===== src/rtl/mctl_pkg.sv =====
package mctl_pkg;

    localparam int CTRL_W = 8;
    localparam int RSVD_W = 3;

    typedef struct packed {
        logic [RSVD_W-1:0] rsvd;
        logic              loop;
        logic              out2;
        logic              out1;
        logic              rts;
        logic              dtr;
    } ctrl_t;

    typedef struct packed {
        logic cts;
        logic dsr;
        logic dcd;
        logic ri;
    } mstat_t;

    function automatic ctrl_t to_ctrl(input logic [CTRL_W-1:0] raw);
        ctrl_t c;
        c      = ctrl_t'(raw);
        c.rsvd = '0;
        return c;
    endfunction

    function automatic mstat_t from_pins(input logic cts_n, input logic dsr_n,
                                         input logic dcd_n, input logic ri_n);
        mstat_t s;
        s.cts = ~cts_n;
        s.dsr = ~dsr_n;
        s.dcd = ~dcd_n;
        s.ri  = ~ri_n;
        return s;
    endfunction

    function automatic mstat_t from_ctrl(input logic dtr, input logic rts,
                                         input logic out1, input logic out2);
        mstat_t s;
        s.cts = rts;
        s.dsr = dtr;
        s.dcd = out2;
        s.ri  = out1;
        return s;
    endfunction

endpackage


===== src/rtl/mctl_reg.sv =====
module mctl_reg
    import mctl_pkg::*;
#(
    parameter int W = CTRL_W
) (
    input  logic         clk,
    input  logic         rst,
    input  logic         wr_en,
    input  logic [W-1:0] wr_data,
    output ctrl_t        q
);

    always_ff @(posedge clk) begin
        if (rst)
            q <= '0;
        else if (wr_en)
            q <= to_ctrl(wr_data);
    end

    a_r5_rsvd_zero: assert property (@(posedge clk) disable iff (rst)
        q.rsvd == '0);

    a_r11_hold: assert property (@(posedge clk) disable iff (rst)
        !wr_en |=> $stable(q));

endmodule


===== src/rtl/mctl_route.sv =====
module mctl_route
    import mctl_pkg::*;
(
    input  logic   loop,
    input  logic   dtr,
    input  logic   rts,
    input  logic   out1,
    input  logic   out2,
    input  logic   tx_ser,
    input  logic   rx_pin,
    input  logic   cts_n_pin,
    input  logic   dsr_n_pin,
    input  logic   dcd_n_pin,
    input  logic   ri_n_pin,
    output logic   rx_ser,
    output logic   tx_pin,
    output logic   rts_n_pin,
    output logic   dtr_n_pin,
    output logic   op2_n_pin,
    output logic   irq_oe,
    output mstat_t stat
);

    mstat_t pin_stat, reg_stat;

    always_comb begin
        pin_stat = from_pins(cts_n_pin, dsr_n_pin, dcd_n_pin, ri_n_pin);
        reg_stat = from_ctrl(dtr, rts, out1, out2);
        irq_oe   = out2;
        if (loop) begin
            rx_ser    = tx_ser;
            tx_pin    = 1'b1;
            rts_n_pin = 1'b1;
            dtr_n_pin = 1'b1;
            op2_n_pin = 1'b1;
            stat      = reg_stat;
        end else begin
            rx_ser    = rx_pin;
            tx_pin    = tx_ser;
            rts_n_pin = ~rts;
            dtr_n_pin = ~dtr;
            op2_n_pin = ~out2;
            stat      = pin_stat;
        end
    end

    always_comb begin
        a_r9_pins_idle: assert (!loop || (rts_n_pin && dtr_n_pin && op2_n_pin));
    end

endmodule


===== src/rtl/mctl_top.sv =====
module mctl_top
    import mctl_pkg::*;
#(
    parameter int W = CTRL_W
) (
    input  logic         clk,
    input  logic         rst,
    input  logic         wr_en,
    input  logic [W-1:0] wr_data,
    output logic [W-1:0] rd_data,
    input  logic         tx_ser,
    output logic         rx_ser,
    output logic         tx_pin,
    input  logic         rx_pin,
    input  logic         cts_n_pin,
    input  logic         dsr_n_pin,
    input  logic         dcd_n_pin,
    input  logic         ri_n_pin,
    output logic         rts_n_pin,
    output logic         dtr_n_pin,
    output logic         op2_n_pin,
    output logic         irq_oe,
    output logic         msr_cts,
    output logic         msr_dsr,
    output logic         msr_dcd,
    output logic         msr_ri
);

    ctrl_t  ctrl;
    mstat_t stat;

    mctl_reg #(.W(W)) u_reg (
        .clk     (clk),
        .rst     (rst),
        .wr_en   (wr_en),
        .wr_data (wr_data),
        .q       (ctrl)
    );

    mctl_route u_route (
        .loop      (ctrl.loop),
        .dtr       (ctrl.dtr),
        .rts       (ctrl.rts),
        .out1      (ctrl.out1),
        .out2      (ctrl.out2),
        .tx_ser    (tx_ser),
        .rx_pin    (rx_pin),
        .cts_n_pin (cts_n_pin),
        .dsr_n_pin (dsr_n_pin),
        .dcd_n_pin (dcd_n_pin),
        .ri_n_pin  (ri_n_pin),
        .rx_ser    (rx_ser),
        .tx_pin    (tx_pin),
        .rts_n_pin (rts_n_pin),
        .dtr_n_pin (dtr_n_pin),
        .op2_n_pin (op2_n_pin),
        .irq_oe    (irq_oe),
        .stat      (stat)
    );

    assign rd_data = W'(ctrl);
    assign msr_cts = stat.cts;
    assign msr_dsr = stat.dsr;
    assign msr_dcd = stat.dcd;
    assign msr_ri  = stat.ri;

    a_r11_write_lands: assert property (@(posedge clk) disable iff (rst)
        wr_en |=> rd_data[4:0] == $past(wr_data[4:0]));

    a_r7_loop_route: assert property (@(posedge clk) disable iff (rst)
        rd_data[4] |-> (tx_pin && rx_ser == tx_ser));

    a_r8_loop_status: assert property (@(posedge clk) disable iff (rst)
        rd_data[4] |-> (msr_dsr == rd_data[0] && msr_cts == rd_data[1] &&
                        msr_ri == rd_data[2] && msr_dcd == rd_data[3]));

    a_r10_irq_enable: assert property (@(posedge clk) disable iff (rst)
        irq_oe == rd_data[3]);

    a_r6_normal_route: assert property (@(posedge clk) disable iff (rst)
        !rd_data[4] |-> (tx_pin == tx_ser && rx_ser == rx_pin &&
                         msr_cts == !cts_n_pin && msr_ri == !ri_n_pin));

endmodule


===== config.mk =====
export PLATFORM = sky130hd
export DESIGN_NAME = mctl_top
export DESIGN_NICKNAME = d
export VERILOG_FILES = /design/src/rtl/mctl_pkg.sv /design/src/rtl/mctl_reg.sv /design/src/rtl/mctl_route.sv /design/src/rtl/mctl_top.sv
export SDC_FILE = /design/constraint.sdc
export NUM_CORES = 1
export LEC_CHECK = 0
export BUFFER_PORTS_ARGS = -buffer_cell sky130_fd_sc_hd__buf_2
export CAP_MARGIN = 5
export CORE_AREA = 2 2 39 41
export DETAILED_ROUTE_END_ITERATION = 10
export DIE_AREA = 0 0 41 43
export PLACE_DENSITY_LB_ADDON = 0.08
export SLEW_MARGIN = 40
export SYNTH_ARGS = -nofsm -noshare
export SYNTH_HDL_FRONTEND = slang
export SYNTH_SLANG_ARGS = --single-unit

===== constraint.sdc =====
create_clock -name clk -period 1.65 [get_ports clk]
set_input_delay 0.33 -clock clk [delete_from_list [all_inputs] [get_ports clk]]
set_output_delay 0.33 -clock clk [all_outputs]
set_load 0.02 [all_outputs]

==> flow_summary.ini, run 1 <==
[status]
outcome = finished clean

[placement]
place_area_um2 = 443
port_buffers = 28
gp_congestion = 0.566
pre_cts_ws_ns = 0.282
place_inst = 76

[critical_path]
arrival_ns = 1.15
r2r_slack_ns = 1.00
r2r-start = u_reg.q[4]$_SDFFE_PP0P_
rr_worst_depth = 2
worstPathRequired_ns = 1.32
critical_path_class = register to primary output
end_kind = primary output
start_kind = register
r2r_end = u_reg.q[4]$_SDFFE_PP0P_
critPathMaxFanout = 7

[layout]
syn_to_final_growth_pct = 35.7
largest_reg_flops = 5
final_area_um2 = 470
fin_nets = 82
stdcell_count = 80
mostFrequentLayoutCells = 28 x buf_2, 9 x mux2i_1, 5 x nor2_1
utilization = 0.340
reg_top3 = u_reg.q: 5 flops
top_register = u_reg.q
diodes = 0
layout_commonest_cell = buf_2
drive_above_1_share = 0.531

[hold_path]
hp-start = rst
min_to = u_reg.q[4]$_SDFFE_PP0P_
hp-class = primary input to register
worstHoldPathCells = 2

[run]
drv_cap = 0

[clock_network]
cts_tree = yes
cts_buffers = 3
post_cts_buffers = 0
clk_pin_slew_ns = 0.04
cts.repair.resized = 0
htreeDepth = 1
max-clock-path-buffers = 2
cts_hold_buffers = 0
cts.sinks = 5
cts_root_buf = clkbuf_4
worstSkewPairLatency_ns = 0.23

[timing]
drv_slew = 0
max_freq_mhz = 675
min_period_over_period = 0.897
hold_slack_ns = 0.310
finClkSkew_ns = 0
fin_setup_tns_ns = 0
rsz0062_at_grt = no
finalSetupViolCount = 0
min_period_ns = 1.48
worst_slack_ns = 0.169
hold_viol_final = 0

[power]
irDropWorstVdd_v = 0.000451
p_leak_nw = 0.258
power_density_nw_per_um2 = 812
p_total_mw = 0.382

[synthesis]
ys_ff_latch = 5
synth_area_um2 = 347
yosysSeqAreaShare = 0.289
yosysWarnings = 0
syn_inst = 39
ys_types = 10
avgSynthCellArea_um2 = 8.89

[drt]
finalWirelength_um = 662
drc = 0
via_per_inst = 3.68
wl_per_cell_um = 8.28
postRouteAntennaNets = 0
drt_iter0_markers = 4
drtPass1Iterations = 2
vias = 294

[floorplanning]
fp.dieArea_um2 = 1760
fp.dieW_um = 41
initial_core_util = 0.250
ioPinCount = 35
rows = 14
die_y_um = 43
core_area_um2 = 1380

[global_routing]
grt_overflow = 0
grt_pass1_wl_um = 993
grt_start_max_net_pins = 8
antenna_found_initial = 0
grt_pass1_vias = 254
grt_usage = 0.0864
critical path, cell delays in order (launching register included):
cell     delay (ns)
dfxtp_2        0.40
buf_4          0.17
mux2i_1        0.17
buf_2          0.18
kinds of logic (layout without fill, tap and decap cells):
kind of cell  after synthesis  in the layout  synth area share
buf+inv                    14             37             0.271
flops                       5              5             0.289
mux                        10             10             0.303
other cells                 1              3            0.0108
simple gates                9              9             0.126
how the worst max path moves through the flow:
stage / start / endpoint / slack [ns]
finish: u_reg.q[4]$_SDFFE_PP0P_ / msr_dsr / 0.17
global route: u_reg.q[4]$_SDFFE_PP0P_ / msr_dsr / 0.05
CTS: u_reg.q[4]$_SDFFE_PP0P_ / msr_dsr / 0.02
detailed placement: u_reg.q[4]$_SDFFE_PP0P_ / msr_dcd / 0.28
global placement: u_reg.q[4]$_SDFFE_PP0P_ / msr_dsr / 0.28
floorplan: u_reg.q[3]$_SDFFE_PP0P_ / msr_dcd / 0.41
Yosys cell counts:
| master | count | area (um^2) |
|---|---|---|
| buf_6 | 1 | 11.3 |
| mux2i_1 | 9 | 90.1 |
| conb_1 | 1 | 3.75 |
| dfxtp_1 | 5 | 100 |
| nand2b_1 | 3 | 18.8 |
| inv_1 | 4 | 15.0 |
| or2_1 | 1 | 6.26 |
| mux2_4 | 1 | 15.0 |
| buf_4 | 9 | 67.6 |
| nor2_1 | 5 | 18.8 |
area by class of cell:
class | count | area (um^2)
fillers | 160 | 913
repair buffers | 29 | 148
multi-input cells | 22 | 160
flip-flops and latches | 5 | 101
clock buffers | 4 | 26.3
well taps | 16 | 20.0
inverters | 4 | 15.0
power by group:
part	total, mW	leakage [nW]	internal, mW	switching, mW
clock network	0.135	0.0150	0.0911	0.0442
logic	0.109	0.202	0.0466	0.0628
registers	0.138	0.0416	0.129	0.00848
total	0.382	0.258	0.267	0.115
routing by layer:
metal  part of all wire  global-route usage  vias up
met5                  0                   0        -
met4                  0              0.0200        0
met3               0.10              0.0628        0
met2               0.44               0.128       15
met1               0.46              0.0968      119
li1                   -                   -      160
No activity file was read; power rests on OpenSTA's default activity.
==> run 2: changes to the inputs <==
==> constraint.sdc (replaced) <==
create_clock -name clk -period 1.7 [get_ports clk]
set_input_delay 0.34 -clock clk [delete_from_list [all_inputs] [get_ports clk]]
set_output_delay 0.34 -clock clk [all_outputs]
set_load 0.02 [all_outputs]
==> run 2 against run 1 <==
Count of clock-buffer cells in the layout stayed put. Global-route usage is 0.40 points lower. Clock skew stayed put. Sequential share of layout area stayed put. Setup slack better by 0.048 ns. Via count is 4.8% higher. Sequential power is 4% lower. Total power is 2.3% lower. Clock power hardly changed. Critical path type unchanged. Largest cell class unchanged.
==> flow_summary.ini, run 2 (synthesis gave the netlist of run 1 again) <==
[clock_network]
cts_tree = yes
cts_hold_buffers = 0
clk_pin_slew_ns = 0.04
cts.sinks = 5
cts_buffers = 3
worstSkewPairLatency_ns = 0.24
max-clock-path-buffers = 2
htreeDepth = 1
cts_root_buf = clkbuf_4

[timing]
finClkSkew_ns = 0
hold_viol_final = 0
max_freq_mhz = 675
drv_slew = 0
fin_setup_tns_ns = 0
finalSetupViolCount = 0
hold_slack_ns = 0.327
min_period_ns = 1.48
rsz0062_at_grt = no
min_period_over_period = 0.872

[power]
power_density_nw_per_um2 = 793
irDropWorstVdd_v = 0.000364
p_leak_nw = 0.258

[global_routing]
antenna_found_initial = 0
grt_usage = 0.0824
grt_overflow = 0
grt_start_max_net_pins = 8
grt_pass1_wl_um = 917
grt_pass1_vias = 226

[floorplanning]
rows = 14
fp.dieArea_um2 = 1760
fp.dieW_um = 41
die_y_um = 43
ioPinCount = 35
core_area_um2 = 1380
initial_core_util = 0.250

[drt]
drt_iter0_markers = 6
drtPass1Iterations = 4
finalWirelength_um = 644
wl_per_cell_um = 8.05
drc = 0
via_per_inst = 3.85
postRouteAntennaNets = 0
vias = 308

[layout]
seqCellArea_um2 = 101
fin_nets = 82
final_area_um2 = 470
layout_commonest_cell = buf_2
drive_above_1_share = 0.531
multi_input_area_um2 = 160
largest_reg_flops = 5
top_register = u_reg.q
syn_to_final_growth_pct = 35.7
reg_top3 = u_reg.q: 5 flops
diodes = 0
mostFrequentLayoutCells = 28 x buf_2, 9 x mux2i_1, 5 x nor2_1
nFillCells = 171

[critical_path]
r2r_slack_ns = 0.91
path_buf_inv = 2
crit_cells = 3
critPathTopFamily = flip-flops
critical_path_class = register to primary output
worstPathRequired_ns = 1.36
arrival_ns = 1.14
start_kind = register
crit_chain = buf_4 -> mux2i_1 -> buf_2
end_kind = primary output
critPathMaxFanout = 7
cpPeakStageDelay_ns = 0.40
slowest_stage = dfxtp_2
rr_worst_depth = 3

[run]
drv_cap = 0

[placement]
port_buffers = 28
place_area_um2 = 443
post-dp-hpwl_um = 550
gp_congestion = 0.614

[hold_path]
hp-class = primary input to register
worstHoldPathCells = 2

[status]
outcome = finished clean
==> run 2: per-stage QoR <==
stage | utilization | std cells | setup slack [ns] | power (mW)
5_1_grt | 0.340 | 80 | 0.122 | 0.403
3_5_place_dp | 0.320 | 76 | 0.356 | 0.243
6_report | 0.340 | 80 | 0.217 | 0.373
2_1_floorplan | - | 41 | 0.451 | 0.219
3_3_place_gp | 0.320 | 76 | 0.346 | 0.243
4_1_cts | 0.339 | 80 | 0.0873 | 0.382
==> run 2: what timing repair did <==
item	CTS	global route
endpoints found under the setup margin	0	1
buffers inserted	0	0
resized for setup	0	1
==> run 2: per-layer routing <==
layer | share of wire | wire, um | vias to the layer above | GRT usage
met5 | 0 | 0 | - | 0
met3 | 0.15 | 96 | 0 | 0.0628
met4 | 0 | 0 | 0 | 0.0400
met1 | 0.36 | 231 | 130 | 0.0903
met2 | 0.49 | 315 | 19 | 0.113
li1 | - | - | 159 | -
==> run 2: where the power goes <==
group	switching (mW)	internal [mW]	leakage (nW)
clock	0.0455	0.0885	0.0150
sequential	0.00764	0.125	0.0416
combinational	0.0610	0.0453	0.202
==> run 2: path summary, 6_finish.rpt <==
check                                 end               startpoint
setup / recovery                   msr_ri  u_reg.q[4]$_SDFFE_PP0P_
hold / removal    u_reg.q[4]$_SDFFE_PP0P_                      rst
setup reg to reg  u_reg.q[4]$_SDFFE_PP0P_  u_reg.q[4]$_SDFFE_PP0P_
hold reg to reg   u_reg.q[2]$_SDFFE_PP0P_  u_reg.q[2]$_SDFFE_PP0P_
==> run 2: layout make-up <==
type / count / area share
repair buffers: 29 / 0.314
inverters: 4 / 0.0319
multi-input cells: 22 / 0.340
clock buffers: 4 / 0.0559
flip-flops and latches: 5 / 0.215
well taps: 16 / 0.0426
==> run 2: worst reg2reg max path, stage by stage, from the launching register on <==
cell	delay, ns
dfxtp_2	0.35
buf_4	0.17
mux2i_1	0.12
nor2_1	0.05
==> run 3: changes to the inputs <==
--- a/config.mk
+++ b/config.mk
@@ -7,9 +7,11 @@
 export LEC_CHECK = 0
 export BUFFER_PORTS_ARGS = -buffer_cell sky130_fd_sc_hd__buf_2
 export CAP_MARGIN = 5
-export CORE_AREA = 2 2 39 41
+export CELL_PAD_IN_SITES_DETAIL_PLACEMENT = 1
+export CELL_PAD_IN_SITES_GLOBAL_PLACEMENT = 1
+export CORE_MARGIN = 1.5
+export CORE_UTILIZATION = 19
 export DETAILED_ROUTE_END_ITERATION = 10
-export DIE_AREA = 0 0 41 43
 export PLACE_DENSITY_LB_ADDON = 0.08
 export SLEW_MARGIN = 40
 export SYNTH_ARGS = -nofsm -noshare
==> constraint.sdc (replaced) <==
create_clock -name clk -period 1.2 [get_ports clk]
set_input_delay 0.24 -clock clk [delete_from_list [all_inputs] [get_ports clk]]
set_output_delay 0.24 -clock clk [all_outputs]
set_load 0.02 [all_outputs]
==> run 3 against run 2 <==
The run now ends with setup timing left. Clock skew did not move. Clock power grew 50%. Non-clock buffer count is 2 higher. Sequential power is 42% higher. Total power is 53% higher. Flip-flop and latch count did not move. Global-route usage is 0.31 points lower. Count of clock-buffer cells in the layout stayed put. Via count increased by 7.5%. Die area up 19%. Critical path type unchanged. Critical endpoint is now msr_dsr. Highest routed layer is now met4.
==> flow_summary.ini, run 3 (synthesis gave the netlist of run 1 again) <==
[floorplanning]
fp.dieArea_um2 = 2090
die_y_um = 45.7
fp.dieW_um = 45.7
core_area_um2 = 1730
rows = 15
ioPinCount = 35
initial_core_util = 0.201

[global_routing]
grt_start_max_net_pins = 8
met2_usage = 0.115
grt_use_met3 = 0.0278
grt_pass1_wl_um = 1130
grt_pass1_vias = 276
grt_usage = 0.0794
grt_overflow = 0
gr-max-usage-layer = met2
antenna_found_initial = 0
use_met1 = 0.0909

[layout]
top_register = u_reg.q
diodes = 0
utilization = 0.317
syn_to_final_growth_pct = 58.1
mostFrequentLayoutCells = 19 x buf_2, 9 x mux2i_1, 7 x buf_4
reg_top3 = u_reg.q: 5 flops
largest_reg_flops = 5
nFillCells = 220
fin_nets = 84
layout_commonest_cell = buf_2
drive_above_1_share = 0.561

[timing]
finClkSkew_ns = 0
fin_setup_tns_ns = -0.652
finalSetupViolCount = 8
min_period_ns = 1.32
hold_viol_final = 0
worst_slack_ns = -0.121
min_period_over_period = 1.10
max_freq_mhz = 757
rsz0062_at_grt = yes
drv_slew = 0

[run]
drv_cap = 0

[clock_network]
clk_pin_slew_ns = 0.04
cts.sinks = 5
cts_root_buf = clkbuf_4
post_cts_buffers = 0
cts_hold_buffers = 0
cts_tree = yes
htreeDepth = 1
worstSkewPairLatency_ns = 0.24
cts_buffers = 3
max-clock-path-buffers = 2

[placement]
gp_congestion = 0.631
port_buffers = 28
post-dp-hpwl_um = 611

[hold_path]
hp-class = primary input to register

[drt]
via_per_inst = 3.64
drc = 0
drtPass1Iterations = 2
finalWirelength_um = 792
postRouteAntennaNets = 0
drt_iter0_markers = 2
wl_per_cell_um = 8.70
vias = 331

[critical_path]
end_kind = primary output
worstPathRequired_ns = 0.96
start_kind = register
critPathMaxFanout = 7
critical_path_class = register to primary output
arrival_ns = 1.08

[status]
outcome = complete, but fails checks
violations = setup timing

[power]
power_density_nw_per_um2 = 1040
irDropWorstVdd_v = 0.000362
p_leak_nw = 0.287
[run 3: cell count changes in the layout (fill, tap and decap cells not counted), sizes merged]
cell	before	now
buf	29	31
[run 3: area by class of cell]
cell class | instances | area [um^2] | area share
clock buffer | 4 | 26.3 | 0.0479
inverter | 4 | 15.0 | 0.0274
multi-input combinational | 22 | 168 | 0.306
sequential | 5 | 104 | 0.189
tap | 25 | 31.3 | 0.0571
timing repair buffer | 31 | 204 | 0.372
[run 3: through the flow]
stage               power (mW)  instance area (um^2)  setup slack [ns]  instances  hold slack (ns)
floorplan                0.310                   354            0.0506         41            0.312
global placement         0.350                   469           -0.0245         87            0.478
detailed placement       0.351                   469           -0.0386         87            0.486
CTS                      0.576                   541            -0.139         91            0.220
global route             0.614                   548            -0.196         91            0.225
finish                   0.570                   548            -0.121         91            0.224
[run 3: worst paths after layout]
check	startpoint	end	slack (ns)	depth (start not counted)
hold reg to reg	u_reg.q[2]$_SDFFE_PP0P_	u_reg.q[2]$_SDFFE_PP0P_	0.52	2
setup reg to reg	u_reg.q[0]$_SDFFE_PP0P_	u_reg.q[0]$_SDFFE_PP0P_	0.55	2
hold / removal	rst	u_reg.q[4]$_SDFFE_PP0P_	0.22	2
setup / recovery	u_reg.q[4]$_SDFFE_PP0P_	msr_dsr	-0.12	3
[run 3: metal layers]
metal  wire, um  part of all wire
met5          0                 0
met2        370              0.47
met1        333              0.42
met3         80              0.10
met4          7            0.0088
[run 3: critical path, stage by stage, from the launching register on]
cell	delay (ns)
dfxtp_4	0.38
buf_4	0.13
mux2i_1	0.17
buf_4	0.16
[run 3: repair_timing]
| item | 4_1_cts | 5_1_grt |
|---|---|---|
| cloned | 0 | 0 |
| setup endpoints to repair | 10 | 9 |
| gates resized for setup | 14 | 3 |
| pin swaps | 1 | 1 |
[run 3: where the power goes]
group | switching (mW) | leakage, nW | internal [mW]
Sequential | 0.0129 | 0.0420 | 0.176
Clock | 0.0747 | 0.0150 | 0.126
Combinational | 0.0913 | 0.230 | 0.0894
Total | 0.179 | 0.287 | 0.391
